`config.mk`:
```
export PLATFORM = sky130hd
export DESIGN_NAME = uart_regbank
export DESIGN_NICKNAME = d
export VERILOG_FILES = /design/src/rtl/uart_rb_pkg.sv /design/src/rtl/uart_rb_decode.sv /design/src/rtl/uart_rb_ctrl.sv /design/src/rtl/uart_rb_rdmux.sv /design/src/rtl/uart_regbank.sv
export SDC_FILE = /design/constraint.sdc
export NUM_CORES = 1
export LEC_CHECK = 0
export BUFFER_PORTS_ARGS = -buffer_cell sky130_fd_sc_hd__buf_2
export CAP_MARGIN = 20
export CORE_AREA = 2 2 79 81
export CTS_CLUSTER_DIAMETER = 50
export DETAILED_ROUTE_END_ITERATION = 8
export DIE_AREA = 0 0 81 83
export PLACE_DENSITY = 0.88
export SLEW_MARGIN = 20
export SYNTH_ARGS = -nofsm -noshare
export SYNTH_HDL_FRONTEND = slang
export SYNTH_SLANG_ARGS = --single-unit
export TNS_END_PERCENT = 20
```
`constraint.sdc`:
```
create_clock -name clk -period 2.4 [get_ports clk]
set_input_delay 0.12 -clock clk [delete_from_list [all_inputs] [get_ports clk]]
set_output_delay 0.12 -clock clk [all_outputs]
set_load 0.005 [all_outputs]
```
`src/rtl/uart_rb_pkg.sv`:
```
package uart_rb_pkg;
  localparam int OFS_DATA = 0;
  localparam int OFS_IER  = 1;
  localparam int OFS_FIFO = 2;
  localparam int OFS_LCR  = 3;
  localparam int OFS_MCR  = 4;
  localparam int OFS_LSR  = 5;
  localparam int OFS_MSR  = 6;
  localparam int OFS_SCR  = 7;

  localparam logic [7:0] LCR_RST = 8'h03;

  typedef struct packed {
    logic       bank;
    logic       brk;
    logic       stick;
    logic       even;
    logic       par_en;
    logic       two_stop;
    logic [1:0] wlen;
  } frame_cfg_t;
endpackage

```
`src/rtl/uart_rb_decode.sv`:
```
module uart_rb_decode #(
  parameter int ADDR_W    = 3,
  parameter int DIV_BYTES = 2
) (
  input  logic                   sel,
  input  logic                   we,
  input  logic [ADDR_W-1:0]      addr,
  input  logic                   bank,
  output logic [(1<<ADDR_W)-1:0] reg_wr,
  output logic [DIV_BYTES-1:0]   div_wr,
  output logic                   pop_req
);
  localparam int NREG = 1 << ADDR_W;

  logic [NREG-1:0] hit;
  assign hit = sel ? (NREG'(1) << addr) : '0;

  for (genvar i = 0; i < NREG; i++) begin : g_ofs
    if (i < DIV_BYTES) begin : g_banked
      assign reg_wr[i] = we & hit[i] & ~bank;
      assign div_wr[i] = we & hit[i] & bank;
    end else begin : g_plain
      assign reg_wr[i] = we & hit[i];
    end
  end

  assign pop_req = ~we & hit[uart_rb_pkg::OFS_DATA] & ~bank;
endmodule

```
`src/rtl/uart_rb_ctrl.sv`:
```
module uart_rb_ctrl #(
  parameter int DATA_W    = 8,
  parameter int NREG      = 8,
  parameter int DIV_BYTES = 2,
  parameter int IER_BITS  = 4,
  parameter int MCR_BITS  = 5
) (
  input  logic                        clk,
  input  logic                        rst,
  input  logic [DATA_W-1:0]           wdata,
  input  logic [NREG-1:0]             reg_wr,
  input  logic [DIV_BYTES-1:0]        div_wr,
  input  logic                        pop_req,
  output logic [DATA_W-1:0]           lcr_q,
  output logic [IER_BITS-1:0]         ier_q,
  output logic [MCR_BITS-1:0]         mcr_q,
  output logic [DATA_W-1:0]           scr_q,
  output logic [DIV_BYTES*DATA_W-1:0] div_q,
  output logic                        baud_run_q,
  output logic                        fifo_en_q,
  output logic [1:0]                  trig_q,
  output logic                        tx_push_q,
  output logic [DATA_W-1:0]           tx_data_q,
  output logic                        rx_pop_q,
  output logic                        rx_clr_q,
  output logic                        tx_clr_q
);
  import uart_rb_pkg::*;
  localparam int DIV_W = DIV_BYTES * DATA_W;

  logic [DIV_W-1:0] div_nxt;

  always_comb begin
    div_nxt = div_q;
    for (int b = 0; b < DIV_BYTES; b++) begin
      if (div_wr[b]) div_nxt[b*DATA_W +: DATA_W] = wdata;
    end
  end

  always_ff @(posedge clk) begin
    if (rst) begin
      div_q      <= '0;
      baud_run_q <= 1'b0;
    end else begin
      div_q      <= div_nxt;
      baud_run_q <= |div_nxt;
    end
  end

  always_ff @(posedge clk) begin
    if (rst) begin
      lcr_q <= DATA_W'(LCR_RST);
      ier_q <= '0;
      mcr_q <= '0;
      scr_q <= '0;
    end else begin
      if (reg_wr[OFS_LCR]) lcr_q <= wdata;
      if (reg_wr[OFS_IER]) ier_q <= wdata[IER_BITS-1:0];
      if (reg_wr[OFS_MCR]) mcr_q <= wdata[MCR_BITS-1:0];
      if (reg_wr[OFS_SCR]) scr_q <= wdata;
    end
  end

  always_ff @(posedge clk) begin
    if (rst) begin
      fifo_en_q <= 1'b0;
      trig_q    <= 2'b00;
      rx_clr_q  <= 1'b0;
      tx_clr_q  <= 1'b0;
    end else begin
      if (reg_wr[OFS_FIFO]) begin
        fifo_en_q <= wdata[0];
        trig_q    <= wdata[DATA_W-1 -: 2];
      end
      rx_clr_q <= reg_wr[OFS_FIFO] & wdata[1];
      tx_clr_q <= reg_wr[OFS_FIFO] & wdata[2];
    end
  end

  always_ff @(posedge clk) begin
    if (rst) begin
      tx_push_q <= 1'b0;
      tx_data_q <= '0;
      rx_pop_q  <= 1'b0;
    end else begin
      tx_push_q <= reg_wr[OFS_DATA];
      rx_pop_q  <= pop_req;
      if (reg_wr[OFS_DATA]) tx_data_q <= wdata;
    end
  end

  AST_PULSES_EXCLUSIVE: assert property (@(posedge clk) disable iff (rst)
    !(tx_push_q && rx_pop_q));
endmodule

```
`src/rtl/uart_rb_rdmux.sv`:
```
module uart_rb_rdmux #(
  parameter int ADDR_W    = 3,
  parameter int DATA_W    = 8,
  parameter int DIV_BYTES = 2,
  parameter int IER_BITS  = 4,
  parameter int MCR_BITS  = 5
) (
  input  logic                        clk,
  input  logic                        rst,
  input  logic                        rd_en,
  input  logic [ADDR_W-1:0]           addr,
  input  logic                        bank,
  input  logic [DATA_W-1:0]           rx_byte,
  input  logic [DATA_W-1:0]           iid,
  input  logic [DATA_W-1:0]           lsr,
  input  logic [DATA_W-1:0]           msr,
  input  logic [DATA_W-1:0]           lcr,
  input  logic [IER_BITS-1:0]         ier,
  input  logic [MCR_BITS-1:0]         mcr,
  input  logic [DATA_W-1:0]           scr,
  input  logic [DIV_BYTES*DATA_W-1:0] div,
  output logic [DATA_W-1:0]           rdata_q
);
  import uart_rb_pkg::*;

  logic [DATA_W-1:0] rd_nxt;

  always_comb begin
    rd_nxt = '0;
    if (bank && int'(addr) < DIV_BYTES) begin
      rd_nxt = div[int'(addr)*DATA_W +: DATA_W];
    end else begin
      case (int'(addr))
        OFS_DATA: rd_nxt = rx_byte;
        OFS_IER:  rd_nxt = {{(DATA_W-IER_BITS){1'b0}}, ier};
        OFS_FIFO: rd_nxt = iid;
        OFS_LCR:  rd_nxt = lcr;
        OFS_MCR:  rd_nxt = {{(DATA_W-MCR_BITS){1'b0}}, mcr};
        OFS_LSR:  rd_nxt = lsr;
        OFS_MSR:  rd_nxt = msr;
        OFS_SCR:  rd_nxt = scr;
        default:  rd_nxt = '0;
      endcase
    end
  end

  always_ff @(posedge clk) begin
    if (rst)        rdata_q <= '0;
    else if (rd_en) rdata_q <= rd_nxt;
  end

  AST_RDATA_HOLD: assert property (@(posedge clk) disable iff (rst)
    !$past(rd_en) |-> $stable(rdata_q));
endmodule

```
`src/rtl/uart_regbank.sv`:
```
module uart_regbank #(
  parameter int ADDR_W    = 3,
  parameter int DATA_W    = 8,
  parameter int DIV_BYTES = 2,
  parameter int IER_BITS  = 4,
  parameter int MCR_BITS  = 5
) (
  input  logic                        clk,
  input  logic                        rst,
  input  logic                        bus_sel,
  input  logic                        bus_we,
  input  logic [ADDR_W-1:0]           bus_addr,
  input  logic [DATA_W-1:0]           bus_wdata,
  output logic [DATA_W-1:0]           bus_rdata,
  input  logic [DATA_W-1:0]           rx_byte,
  input  logic [DATA_W-1:0]           line_stat,
  input  logic [DATA_W-1:0]           modem_stat,
  input  logic [DATA_W-1:0]           int_ident,
  output logic                        tx_push,
  output logic [DATA_W-1:0]           tx_byte,
  output logic                        rx_pop,
  output logic                        rx_fifo_clr,
  output logic                        tx_fifo_clr,
  output logic                        fifo_en,
  output logic [1:0]                  rx_trig,
  output logic [DIV_BYTES*DATA_W-1:0] divisor,
  output logic                        baud_run,
  output logic [1:0]                  word_len,
  output logic                        two_stop,
  output logic                        par_en,
  output logic                        par_even,
  output logic                        par_stick,
  output logic                        brk,
  output logic [IER_BITS-1:0]         irq_en,
  output logic                        dtr,
  output logic                        rts,
  output logic                        aux1,
  output logic                        aux2,
  output logic                        loopback
);
  import uart_rb_pkg::*;
  localparam int NREG = 1 << ADDR_W;

  logic [NREG-1:0]      reg_wr;
  logic [DIV_BYTES-1:0] div_wr;
  logic                 pop_req;
  logic [DATA_W-1:0]    lcr_q;
  logic [MCR_BITS-1:0]  mcr_q;
  logic [DATA_W-1:0]    scr_q;
  frame_cfg_t           cfg;

  assign cfg = frame_cfg_t'(lcr_q[7:0]);

  uart_rb_decode #(.ADDR_W(ADDR_W), .DIV_BYTES(DIV_BYTES)) u_dec (
    .sel(bus_sel), .we(bus_we), .addr(bus_addr), .bank(cfg.bank),
    .reg_wr(reg_wr), .div_wr(div_wr), .pop_req(pop_req)
  );

  uart_rb_ctrl #(.DATA_W(DATA_W), .NREG(NREG), .DIV_BYTES(DIV_BYTES),
                 .IER_BITS(IER_BITS), .MCR_BITS(MCR_BITS)) u_ctrl (
    .clk(clk), .rst(rst), .wdata(bus_wdata), .reg_wr(reg_wr), .div_wr(div_wr),
    .pop_req(pop_req), .lcr_q(lcr_q), .ier_q(irq_en), .mcr_q(mcr_q),
    .scr_q(scr_q), .div_q(divisor), .baud_run_q(baud_run), .fifo_en_q(fifo_en),
    .trig_q(rx_trig), .tx_push_q(tx_push), .tx_data_q(tx_byte),
    .rx_pop_q(rx_pop), .rx_clr_q(rx_fifo_clr), .tx_clr_q(tx_fifo_clr)
  );

  uart_rb_rdmux #(.ADDR_W(ADDR_W), .DATA_W(DATA_W), .DIV_BYTES(DIV_BYTES),
                  .IER_BITS(IER_BITS), .MCR_BITS(MCR_BITS)) u_rd (
    .clk(clk), .rst(rst), .rd_en(bus_sel & ~bus_we), .addr(bus_addr),
    .bank(cfg.bank), .rx_byte(rx_byte), .iid(int_ident), .lsr(line_stat),
    .msr(modem_stat), .lcr(lcr_q), .ier(irq_en), .mcr(mcr_q), .scr(scr_q),
    .div(divisor), .rdata_q(bus_rdata)
  );

  assign word_len  = cfg.wlen;
  assign two_stop  = cfg.two_stop;
  assign par_en    = cfg.par_en;
  assign par_even  = cfg.even;
  assign par_stick = cfg.stick;
  assign brk       = cfg.brk;
  assign dtr       = mcr_q[0];
  assign rts       = mcr_q[1];
  assign aux1      = mcr_q[2];
  assign aux2      = mcr_q[3];
  assign loopback  = mcr_q[4];

  AST_LCR_AFTER_RESET: assert property (@(posedge clk) disable iff (rst)
    $past(rst) |-> (word_len == 2'd3 && !par_en && !two_stop && !cfg.bank));
  AST_PUSH_CAUSE: assert property (@(posedge clk) disable iff (rst)
    tx_push |-> $past(bus_sel && bus_we && bus_addr == '0 && !cfg.bank));
  AST_POP_CAUSE: assert property (@(posedge clk) disable iff (rst)
    rx_pop |-> $past(bus_sel && !bus_we && bus_addr == '0 && !cfg.bank));
  AST_DIV_HOLD: assert property (@(posedge clk) disable iff (rst)
    !$past(bus_sel && bus_we && cfg.bank && int'(bus_addr) < DIV_BYTES)
      |-> $stable(divisor));
  AST_CLR_CAUSE: assert property (@(posedge clk) disable iff (rst)
    (rx_fifo_clr || tx_fifo_clr) |-> $past(bus_sel && bus_we && int'(bus_addr) == OFS_FIFO));
  AST_BAUD_IDLE: assert property (@(posedge clk) disable iff (rst)
    baud_run == (divisor != '0));
endmodule

```
==> impl_metrics.env, run 1 <==
export IMPL_status="completed"
export IMPL_place_gp_congestion=0.962
export IMPL_cts_hold_buf=0
export IMPL_dp_cells=480
export IMPL_fin_crit_sh_pct=74.2
export IMPL_clock_path_buffers=2
export IMPL_synth_edf_count=0
export IMPL_synth_top_area_share_pct=42.0
export IMPL_syn_to_final_growth_pct=22.3
export IMPL_grt_max_degree=38
export IMPL_ys_ff_latch=65
export IMPL_grt_use_total_pct=27.2
export IMPL_wl_per_cell_um=18.0
export IMPL_slew_headroom_pct=63.6
export IMPL_cp_max_fo=10
export IMPL_synth_largest_area_cell="dfxtp_1"
export IMPL_drt_iter0_markers=249
export IMPL_drive_gt1_share_pct=32.8
export IMPL_coreArea_mm2=0.00582
export IMPL_vias=2934
export IMPL_firstDrtPassIters=5
export IMPL_start_kind="flip-flop"
export IMPL_synth_ff_type="dfxtp_1"
export IMPL_drt_wl_total_um=8930
export IMPL_synth_cells=323
export IMPL_finish_utilization_pct=65.1
export IMPL_port_buffers=102
export IMPL_fin_hold_ws_ps=74.1
export IMPL_die_h_um=83
export IMPL_cts_buffers=9
export IMPL_first_global_vias=2801
export IMPL_netlist_top_cells_area="dfxtp_1 (42%), mux2i_1 (18%), nor2_1 (6.2%)"
export IMPL_rows=28
export IMPL_path_class="reg2reg"
export IMPL_final_cell_count_no_fill=496
export IMPL_endpoint_kind="flip-flop"
export IMPL_cts_clk_slew_worst_paths_ps=70
export IMPL_async_flop_share_pct=0
export IMPL_synth_cell_types=51
export IMPL_ant_nets=0
export IMPL_numClockSinks=65
export IMPL_synthTopCellsByCount="dfxtp_1 (65), mux2i_1 (57), nor2_1 (51)"
export IMPL_hold_violations=0
export IMPL_power_density_mw_per_mm2=577
export IMPL_arrival_ps=2040
export IMPL_die_area_mm2=0.00672
export IMPL_yosysMostFrequentCell="dfxtp_1"
export IMPL_rrSetupSlack_ps=620
export IMPL_skew_ps=7.38
export IMPL_cts_setup_buffers=0
export IMPL_syn_nets=370
export IMPL_leakagePower_nw=1.70
export IMPL_ys_warn_count=0
export IMPL_cts_tree="built"
export IMPL_cap_viol_max_count=0
export IMPL_post_route_min_period_ps=1780
export IMPL_p_total_mw=2.19
export IMPL_ys_seq_area_share_pct=42.0
export IMPL_cts_root_buf="clkbuf_8"
export IMPL_cts_htree_levels=3
export IMPL_syn_avg_cell_area_um2=9.59
export IMPL_grt_pass1_wl_um=13900
export IMPL_start_util_pct=53.3
export IMPL_grt_setup_unrepaired="no"
export IMPL_via_per_inst=5.92
export IMPL_clk_latency_ps=340
export IMPL_clock_fmax_mhz=561
export IMPL_critPathRequiredTime_ps=2660
export IMPL_cts_resized=0
export IMPL_hold_class="in2reg"
export IMPL_setup_viol=0
export IMPL_place_hpwl_um=6480
export IMPL_drc=0
export IMPL_antenna_found_initial=0
export IMPL_setup_tns_ps=0
export IMPL_ir_worst_vdd_uv=417
export IMPL_slew_violations=0
export IMPL_finish_net_count=463
export IMPL_tightest_slew_ps=543
export IMPL_die_w_um=81
export IMPL_grt_ovfl_total=0
export IMPL_syn_cell_area_mm2=0.00310
export IMPL_io_pins=103
export IMPL_n_antenna_cell=0
state kept, by name, summed over array words and instances, names as in the netlist:
register,cells
u_ctrl.ier_q,4
u_ctrl.rx_clr_q,1
u_rd.rdata_q,8
u_ctrl.tx_push_q,1
u_ctrl.div_q,16
u_ctrl.trig_q,2
u_ctrl.baud_run_q,1
u_ctrl.lcr_q,8
u_ctrl.rx_pop_q,1
u_ctrl.mcr_q,5
u_ctrl.tx_data_q,8
u_ctrl.fifo_en_q,1
u_ctrl.tx_clr_q,1
u_ctrl.scr_q,8
power breakdown:
| group | internal [mW] | leakage (nW) | switching, mW |
|---|---|---|---|
| clock network | 0.404 | 0.0887 | 0.440 |
| logic | 0.0977 | 1.08 | 0.140 |
| registers | 1.09 | 0.525 | 0.0103 |
cell usage in the layout (no fill, tap or decap), drive strengths merged, types with 2 or more instances in the layout:
| cell | instances |
|---|---|
| o21ai | 15 |
| nor3 | 6 |
| a21oi | 16 |
| a2bb2oi | 5 |
| a311oi | 2 |
| nand2 | 16 |
| nor4 | 8 |
| a31oi | 2 |
| a21o | 2 |
| buf | 107 |
| clkinv | 3 |
| a221oi | 2 |
| nor2 | 51 |
| mux2i | 57 |
| nor2b | 10 |
| nand2b | 2 |
| o22ai | 5 |
| a211o | 3 |
| clkbuf | 10 |
| and3b | 2 |
| nand3 | 2 |
| dfxtp | 65 |
| clkinvlp | 2 |
| a22o | 2 |
| inv | 3 |
| mux4 | 5 |
cells by family after synthesis:
group                  count (synthesis)  share of synthesized area, %
flip-flops                            65                          42.0
buffers and inverters                 27                          4.68
multiplexers                          63                          22.4
AND/OR/NAND/NOR                      106                          17.6
AO/OA/AOI/OAI                         62                          13.3
path summary, 6_finish.rpt:
check	end	depth (start not counted)	from
setup reg to reg	u_ctrl.baud_run_q	4	u_ctrl.lcr_q[7]
hold reg to reg	u_rd.rdata_q[5]	2	u_rd.rdata_q[5]
setup / recovery	u_ctrl.baud_run_q	4	u_ctrl.lcr_q[7]
hold / removal	u_ctrl.scr_q[5]	3	bus_wdata[5]
critical path: stages (launching register included):
cell     delay, ps
dfxtp_1        460
nor2b_1        250
and4_1         570
o21ai_0        210
a31oi_1        200
layer usage:
metal  up-vias  part of all wire, %  wire (um)  track usage [%]
met5         -                    0          0                0
met4         0                  3.5        313             14.8
met3        32                  7.6        676             6.52
met2       173                   49       4390             41.9
met1      1379                   40       3550             34.6
li1       1350                    -          -                -
final cells by class:
type                       count  area, um2
clock buffer                  10        138
clock inverter                 6       42.5
fill                         487       2030
inverter                       2       7.51
multi-input combinational    231       1660
sequential                    65       1300
tap                           75       93.8
timing repair buffer         107        548
metrics by stage:
step | instance area, um2 | setup slack (ps)
after floorplan | 3100 | 979
after global placement | 3610 | 592
after detailed placement | 3610 | 515
after CTS | 3790 | 645
after global routing | 3790 | 556
final | 3790 | 619
Power figures use the tool's default switching activity.
==> inputs of run 2 (changes only) <==
- ABC_AREA: unset -> 1
- CORE_AREA: 2 2 79 81 -> 2 2 82 84
- DIE_AREA: 0 0 81 83 -> 0 0 84 86
- PLACE_DENSITY: 0.88 -> 0.82
- clock period: 2.4 -> 1.7 ns (I/O delays scaled with it)
==> impl_metrics.env, run 2 <==
export IMPL_cts_resized=0
export IMPL_drc=0
export IMPL_start_util_pct=49.0
export IMPL_hold_violations=0
export IMPL_grt_use_total_pct=27.2
export IMPL_post_route_min_period_ps=1400
export IMPL_final_cell_count_no_fill=616
export IMPL_dr_wl_met2_um=4330
export IMPL_r2r_start="u_ctrl.lcr_q[7]"
export IMPL_grt_setup_unrepaired="no"
export IMPL_synth_edf_count=0
export IMPL_power_density_mw_per_mm2=865
export IMPL_cap_viol_max_count=0
export IMPL_die_area_mm2=0.00722
export IMPL_ir_worst_vdd_uv=529
export IMPL_ys_warn_count=0
export IMPL_numClockSinks=65
export IMPL_yosysMostFrequentCell="nand2_1"
export IMPL_cts_setup_buffers=0
export IMPL_via_per_inst=5.44
export IMPL_port_buffers=102
export IMPL_drt_wl_total_um=9550
export IMPL_synth_ff_type="dfxtp_1"
export IMPL_cpPeakStageDelay_ps=330
export IMPL_layout_common_cells="buf_2 (102), nand2_1 (74), dfxtp_1 (65)"
export IMPL_netlist_top_cells_area="dfxtp_1 (42%), nand2_1 (9.0%), o21ai_0 (8.3%)"
export IMPL_arrival_ps=1680
export IMPL_clk_latency_ps=340
export IMPL_largest_register_ffs=16
export IMPL_skew_ps=7.55
export IMPL_p_total_mw=3.33
export IMPL_syn_avg_cell_area_um2=7.13
export IMPL_critPathRequiredTime_ps=1980
export IMPL_crit_chain="buf_4 > nand3_2 > a211oi_1 > nor2_1 > a21oi_1"
export IMPL_cp_max_fo=16
export IMPL_syn_cell_area_mm2=0.00307
export IMPL_clock_fmax_mhz=714
export IMPL_wl_per_cell_um=15.5
export IMPL_antenna_found_initial=0
export IMPL_top_register="u_ctrl.div_q"
export IMPL_start_kind="flip-flop"
export IMPL_syn_to_final_growth_pct=25.2
export IMPL_final_cell_area_mm2=0.00385
export IMPL_rrSetupSlack_ps=300
export IMPL_cts_root_buf="clkbuf_8"
export IMPL_ant_nets=0
export IMPL_place_area_mm2=0.00363
export IMPL_rows=29
export IMPL_finish_utilization_pct=61.3
export IMPL_die_h_um=86
export IMPL_cts_hold_buf=0
export IMPL_coreArea_mm2=0.00628
export IMPL_path_class="reg2reg"
export IMPL_endpoint_kind="flip-flop"
export IMPL_slew_violations=0
export IMPL_slew_headroom_pct=63.6
export IMPL_tightest_slew_ps=546
export IMPL_fin_crit_sh_pct=82.4
export IMPL_synth_largest_area_cell="dfxtp_1"
export IMPL_setup_viol=0
export IMPL_grt_pass1_wl_um=15300
export IMPL_slowest_stage="dfxtp_1"
export IMPL_r2r_end="u_rd.rdata_q[1]"
export IMPL_first_global_vias=3132
export IMPL_hold_class="in2reg"
export IMPL_highest_layer="met4"
export IMPL_cts_clk_slew_worst_paths_ps=70
export IMPL_ys_ff_latch=65
export IMPL_drive_gt1_share_pct=28.2
export IMPL_syn_nets=478
export IMPL_status="completed"
export IMPL_finish_net_count=581
export IMPL_setup_tns_ps=0
export IMPL_cp_startpoint="u_ctrl.lcr_q[7]"
export IMPL_dp_cells=600
export IMPL_synth_top_area_share_pct=42.3
export IMPL_synth_cells=431
export IMPL_synth_cell_types=32
export IMPL_io_pins=103
export IMPL_worstSetupEndpoint="u_rd.rdata_q[1]"
export IMPL_vias=3352
export IMPL_grt_max_degree=37
export IMPL_n_antenna_cell=0
export IMPL_drt_iter0_markers=321
export IMPL_firstDrtPassIters=6
export IMPL_synthTopCellsByCount="nand2_1 (74), dfxtp_1 (65), o21ai_0 (51)"
export IMPL_cts_htree_levels=3
export IMPL_place_hpwl_um=7020
export IMPL_clock_path_buffers=2
export IMPL_final_common_cell="buf_2"
export IMPL_cts_tree="built"
export IMPL_async_flop_share_pct=0
export IMPL_ys_seq_area_share_pct=42.3
export IMPL_ff2ff_path_depth=5
export IMPL_place_gp_congestion=0.917
export IMPL_leakagePower_nw=1.93
export IMPL_wl_met1_um=3940
export IMPL_route_met3_wl_um=899
export IMPL_grt_ovfl_total=0
export IMPL_die_w_um=84
export IMPL_cts_buffers=9
run 2: changes by cell type in the layout (fill, tap and decap cells not counted), sizes merged, moves of 9 or more:
cell	previous run	this run
mux2i	57	0
a21oi	16	45
inv	3	56
nand2	16	79
nand4	1	10
o21ai	15	58
nor2b	10	0
nand3	2	21
run 2: metal layers:
metal | up-vias | global-route usage (%)
li1 | 1627 | -
met1 | 1498 | 36.0
met2 | 198 | 42.7
met3 | 29 | 4.04
met4 | 0 | 15.1
met5 | - | 0
run 2: metrics by stage:
stage	hold WS (ps)	setup WS, ps
final	21.8	299
after global routing	50.1	132
after CTS	10.5	311
after detailed placement	374	163
after global placement	369	192
after floorplan	164	358
run 2: power by group:
part | internal (mW) | switching [mW]
Combinational | 0.124 | 0.221
Sequential | 1.56 | 0.0192
Clock | 0.795 | 0.615
Total | 2.47 | 0.856
run 2: cell families (layout without fill, tap and decap cells):
family / after synthesis / in the layout / synth area share [%]
and+or+nand+nor: 172 / 172 / 26.1
AOI/OAI and AO/OA: 121 / 121 / 21.5
buffers and inverters: 73 / 181 / 10.1
DFF: 65 / 65 / 42.3
run 2: critical path: cells and delay by family (launching register included):
kind,cells,cell delay [ps]
DFF,1,330
AOI/OAI and AO/OA,2,440
and+or+nand+nor,2,380
buffers and inverters,1,180
run 2: how the worst min path moves through the flow:
| stage | to | start | cells after the start |
|---|---|---|---|
| after floorplan | u_ctrl.tx_push_q | rst | 1 |
| after global placement | u_ctrl.div_q[5] | bus_wdata[5] | 3 |
| after detailed placement | u_ctrl.div_q[5] | bus_wdata[5] | 3 |
| after CTS | u_ctrl.div_q[5] | bus_wdata[5] | 3 |
| after global routing | u_ctrl.div_q[5] | bus_wdata[5] | 3 |
| final | u_ctrl.div_q[5] | bus_wdata[5] | 3 |
run 2: layout make-up:
type | count | area (um2)
inverter | 57 | 216
multi-input combinational | 293 | 1460
sequential | 65 | 1300
timing repair buffer | 108 | 556
fill | 593 | 2430
clock buffer | 12 | 165
tap | 77 | 96.3
clock inverter | 4 | 50.0
==> inputs of run 3 (changes only) <==
- CORE_AREA: 2 2 82 84 -> 2 2 86 88
- DIE_AREA: 0 0 84 86 -> 0 0 88 90
- PLACE_DENSITY: 0.82 -> 0.79
- clock period: 1.7 -> 1.15 ns (I/O delays scaled with it)
==> impl_metrics.env, run 3 (synthesized netlist as in run 2, its figures left out) <==
export IMPL_clock_path_buffers=2
export IMPL_cap_viol_max_count=0
export IMPL_drt_iter0_markers=352
export IMPL_vias=3644
export IMPL_path_buf_inv=1
export IMPL_numClockSinks=65
export IMPL_cts_htree_levels=3
export IMPL_grt_max_degree=45
export IMPL_slowest_stage="dfxtp_2"
export IMPL_grt_ovfl_total=0
export IMPL_ir_worst_vdd_uv=624
export IMPL_first_global_vias=3344
export IMPL_switching_share_pct=24.5
export IMPL_largest_register_ffs=16
export IMPL_hold_violations=0
export IMPL_drt_wl_total_um=10500
export IMPL_final_cell_area_mm2=0.00447
export IMPL_drc=0
export IMPL_top_register="u_ctrl.div_q"
export IMPL_cts_tree="built"
export IMPL_p_switching_mw=1.26
export IMPL_firstDrtPassIters=5
export IMPL_cp_max_fo=6
export IMPL_die_h_um=90
export IMPL_wl_per_cell_um=15.1
export IMPL_coreArea_mm2=0.00702
export IMPL_finish_net_count=641
export IMPL_ant_nets=0
export IMPL_fin_hold_ws_ps=6.89
export IMPL_crit_family="simple AND/OR/NAND/NOR gates"
export IMPL_skew_ps=4.75
export IMPL_antenna_found_initial=0
export IMPL_port_buffers=102
export IMPL_dp_cells=676
export IMPL_place_area_mm2=0.00411
export IMPL_syn_to_final_growth_pct=45.4
export IMPL_crit_chain="inv_2 > nor2_4 > nand2_4 > o21ai_2 > nand2_1 > nor2_1 > nand2_1 > nor2_1 > nor2_1"
export IMPL_comb_power_share_pct=12.2
export IMPL_hold_class="in2reg"
export IMPL_clock_power_share_pct=42.4
export IMPL_die_area_mm2=0.00792
export IMPL_crit_top_cell="nor2_1"
export IMPL_final_common_cell="buf_2"
export IMPL_place_ws_ps=-235
export IMPL_endpoint_kind="flip-flop"
export IMPL_place_gp_congestion=0.948
export IMPL_hold_depth=3
export IMPL_rows=31
export IMPL_final_cell_count_no_fill=696
export IMPL_post_route_min_period_ps=1300
export IMPL_drive_gt1_share_pct=38.2
export IMPL_setup_viol=8
export IMPL_critPathRequiredTime_ps=1390
export IMPL_cts_clk_slew_worst_paths_ps=70
export IMPL_fin_crit_sh_pct=113
export IMPL_clock_fmax_mhz=770
export IMPL_p_total_mw=5.13
export IMPL_violations="negative setup slack"
export IMPL_seqPwrFrac_pct=45.4
export IMPL_path_class="reg2reg"
export IMPL_io_pins=103
export IMPL_cp_depth=9
export IMPL_leakagePower_nw=2.24
export IMPL_cpPeakStageDelay_ps=350
export IMPL_power_density_mw_per_mm2=1150
export IMPL_slew_headroom_pct=81.1
export IMPL_status="finished, violations left"
export IMPL_start_kind="flip-flop"
export IMPL_ff2ff_path_depth=9
export IMPL_cts_buffers=9
export IMPL_setup_ws_ps=-149
export IMPL_start_util_pct=43.8
export IMPL_setup_tns_ps=-448
export IMPL_layout_common_cells="buf_2 (102), dfxtp_1 (64), nand2_1 (63)"
export IMPL_grt_setup_unrepaired="yes"
export IMPL_internal_power_mw=3.88
export IMPL_finish_utilization_pct=63.7
export IMPL_cts_root_buf="clkbuf_8"
export IMPL_via_per_inst=5.24
export IMPL_n_antenna_cell=0
export IMPL_place_hpwl_um=7680
export IMPL_clk_latency_ps=350
export IMPL_grt_pass1_wl_um=16200
export IMPL_die_w_um=88
export IMPL_grt_use_total_pct=26.4
export IMPL_slew_violations=0
export IMPL_arrival_ps=1540
export IMPL_tightest_slew_ps=281
[run 3: metal layers]
metal	global-route usage, %	part of all wire, %	vias up
li1	-	-	1749
met3	4.59	8.6	32
met2	38.5	45	216
met1	36.9	43	1647
met5	0	0	-
met4	13.7	3.4	0
[run 3: area by class of cell]
class | count | area [um2]
Sequential cell | 65 | 1300
Tap cell | 99 | 124
Clock inverter | 3 | 65.1
Fill cell | 603 | 2550
Multi-Input combinational cell | 294 | 1550
Timing Repair Buffer | 167 | 1070
Clock buffer | 11 | 151
Inverter | 57 | 216
[run 3: what timing repair did]
action	in CTS	in global routing
buffers inserted	2	2
pin swaps	3	4
endpoints found under the hold margin	1	0
cloned	0	1
gates resized for setup	13	17
hold buffers	1	0
setup endpoints to repair	17	34
[run 3: power groups by stage]
| stage | Clock (mW) | Sequential, mW | Combinational, mW |
|---|---|---|---|
| floorplan | 0 | 2.38 | 0.272 |
| global placement | 0 | 2.38 | 0.581 |
| detailed placement | 0 | 2.38 | 0.591 |
| CTS | 2.20 | 2.33 | 0.601 |
| global route | 2.31 | 2.33 | 0.678 |
| finish | 2.18 | 2.33 | 0.626 |
[run 3: final timing paths]
| path | startpoint | to | slack, ps |
|---|---|---|---|
| setup / recovery | u_ctrl.lcr_q[7] | u_ctrl.baud_run_q | -150 |
| hold / removal | bus_wdata[4] | u_ctrl.mcr_q[4] | 7 |
| setup reg to reg | u_ctrl.lcr_q[7] | u_ctrl.baud_run_q | -150 |
| hold reg to reg | u_ctrl.mcr_q[3] | u_ctrl.mcr_q[3] | 460 |
[run 3: worst register-to-register path, stage by stage, from the launching register on]
cell     delay [ps]
dfxtp_2         350
inv_2            50
nor2_4          170
nand2_4         120
o21ai_2         160
nand2_1          80
nor2_1          100
nand2_1          60
nor2_1           80
nor2_1           40
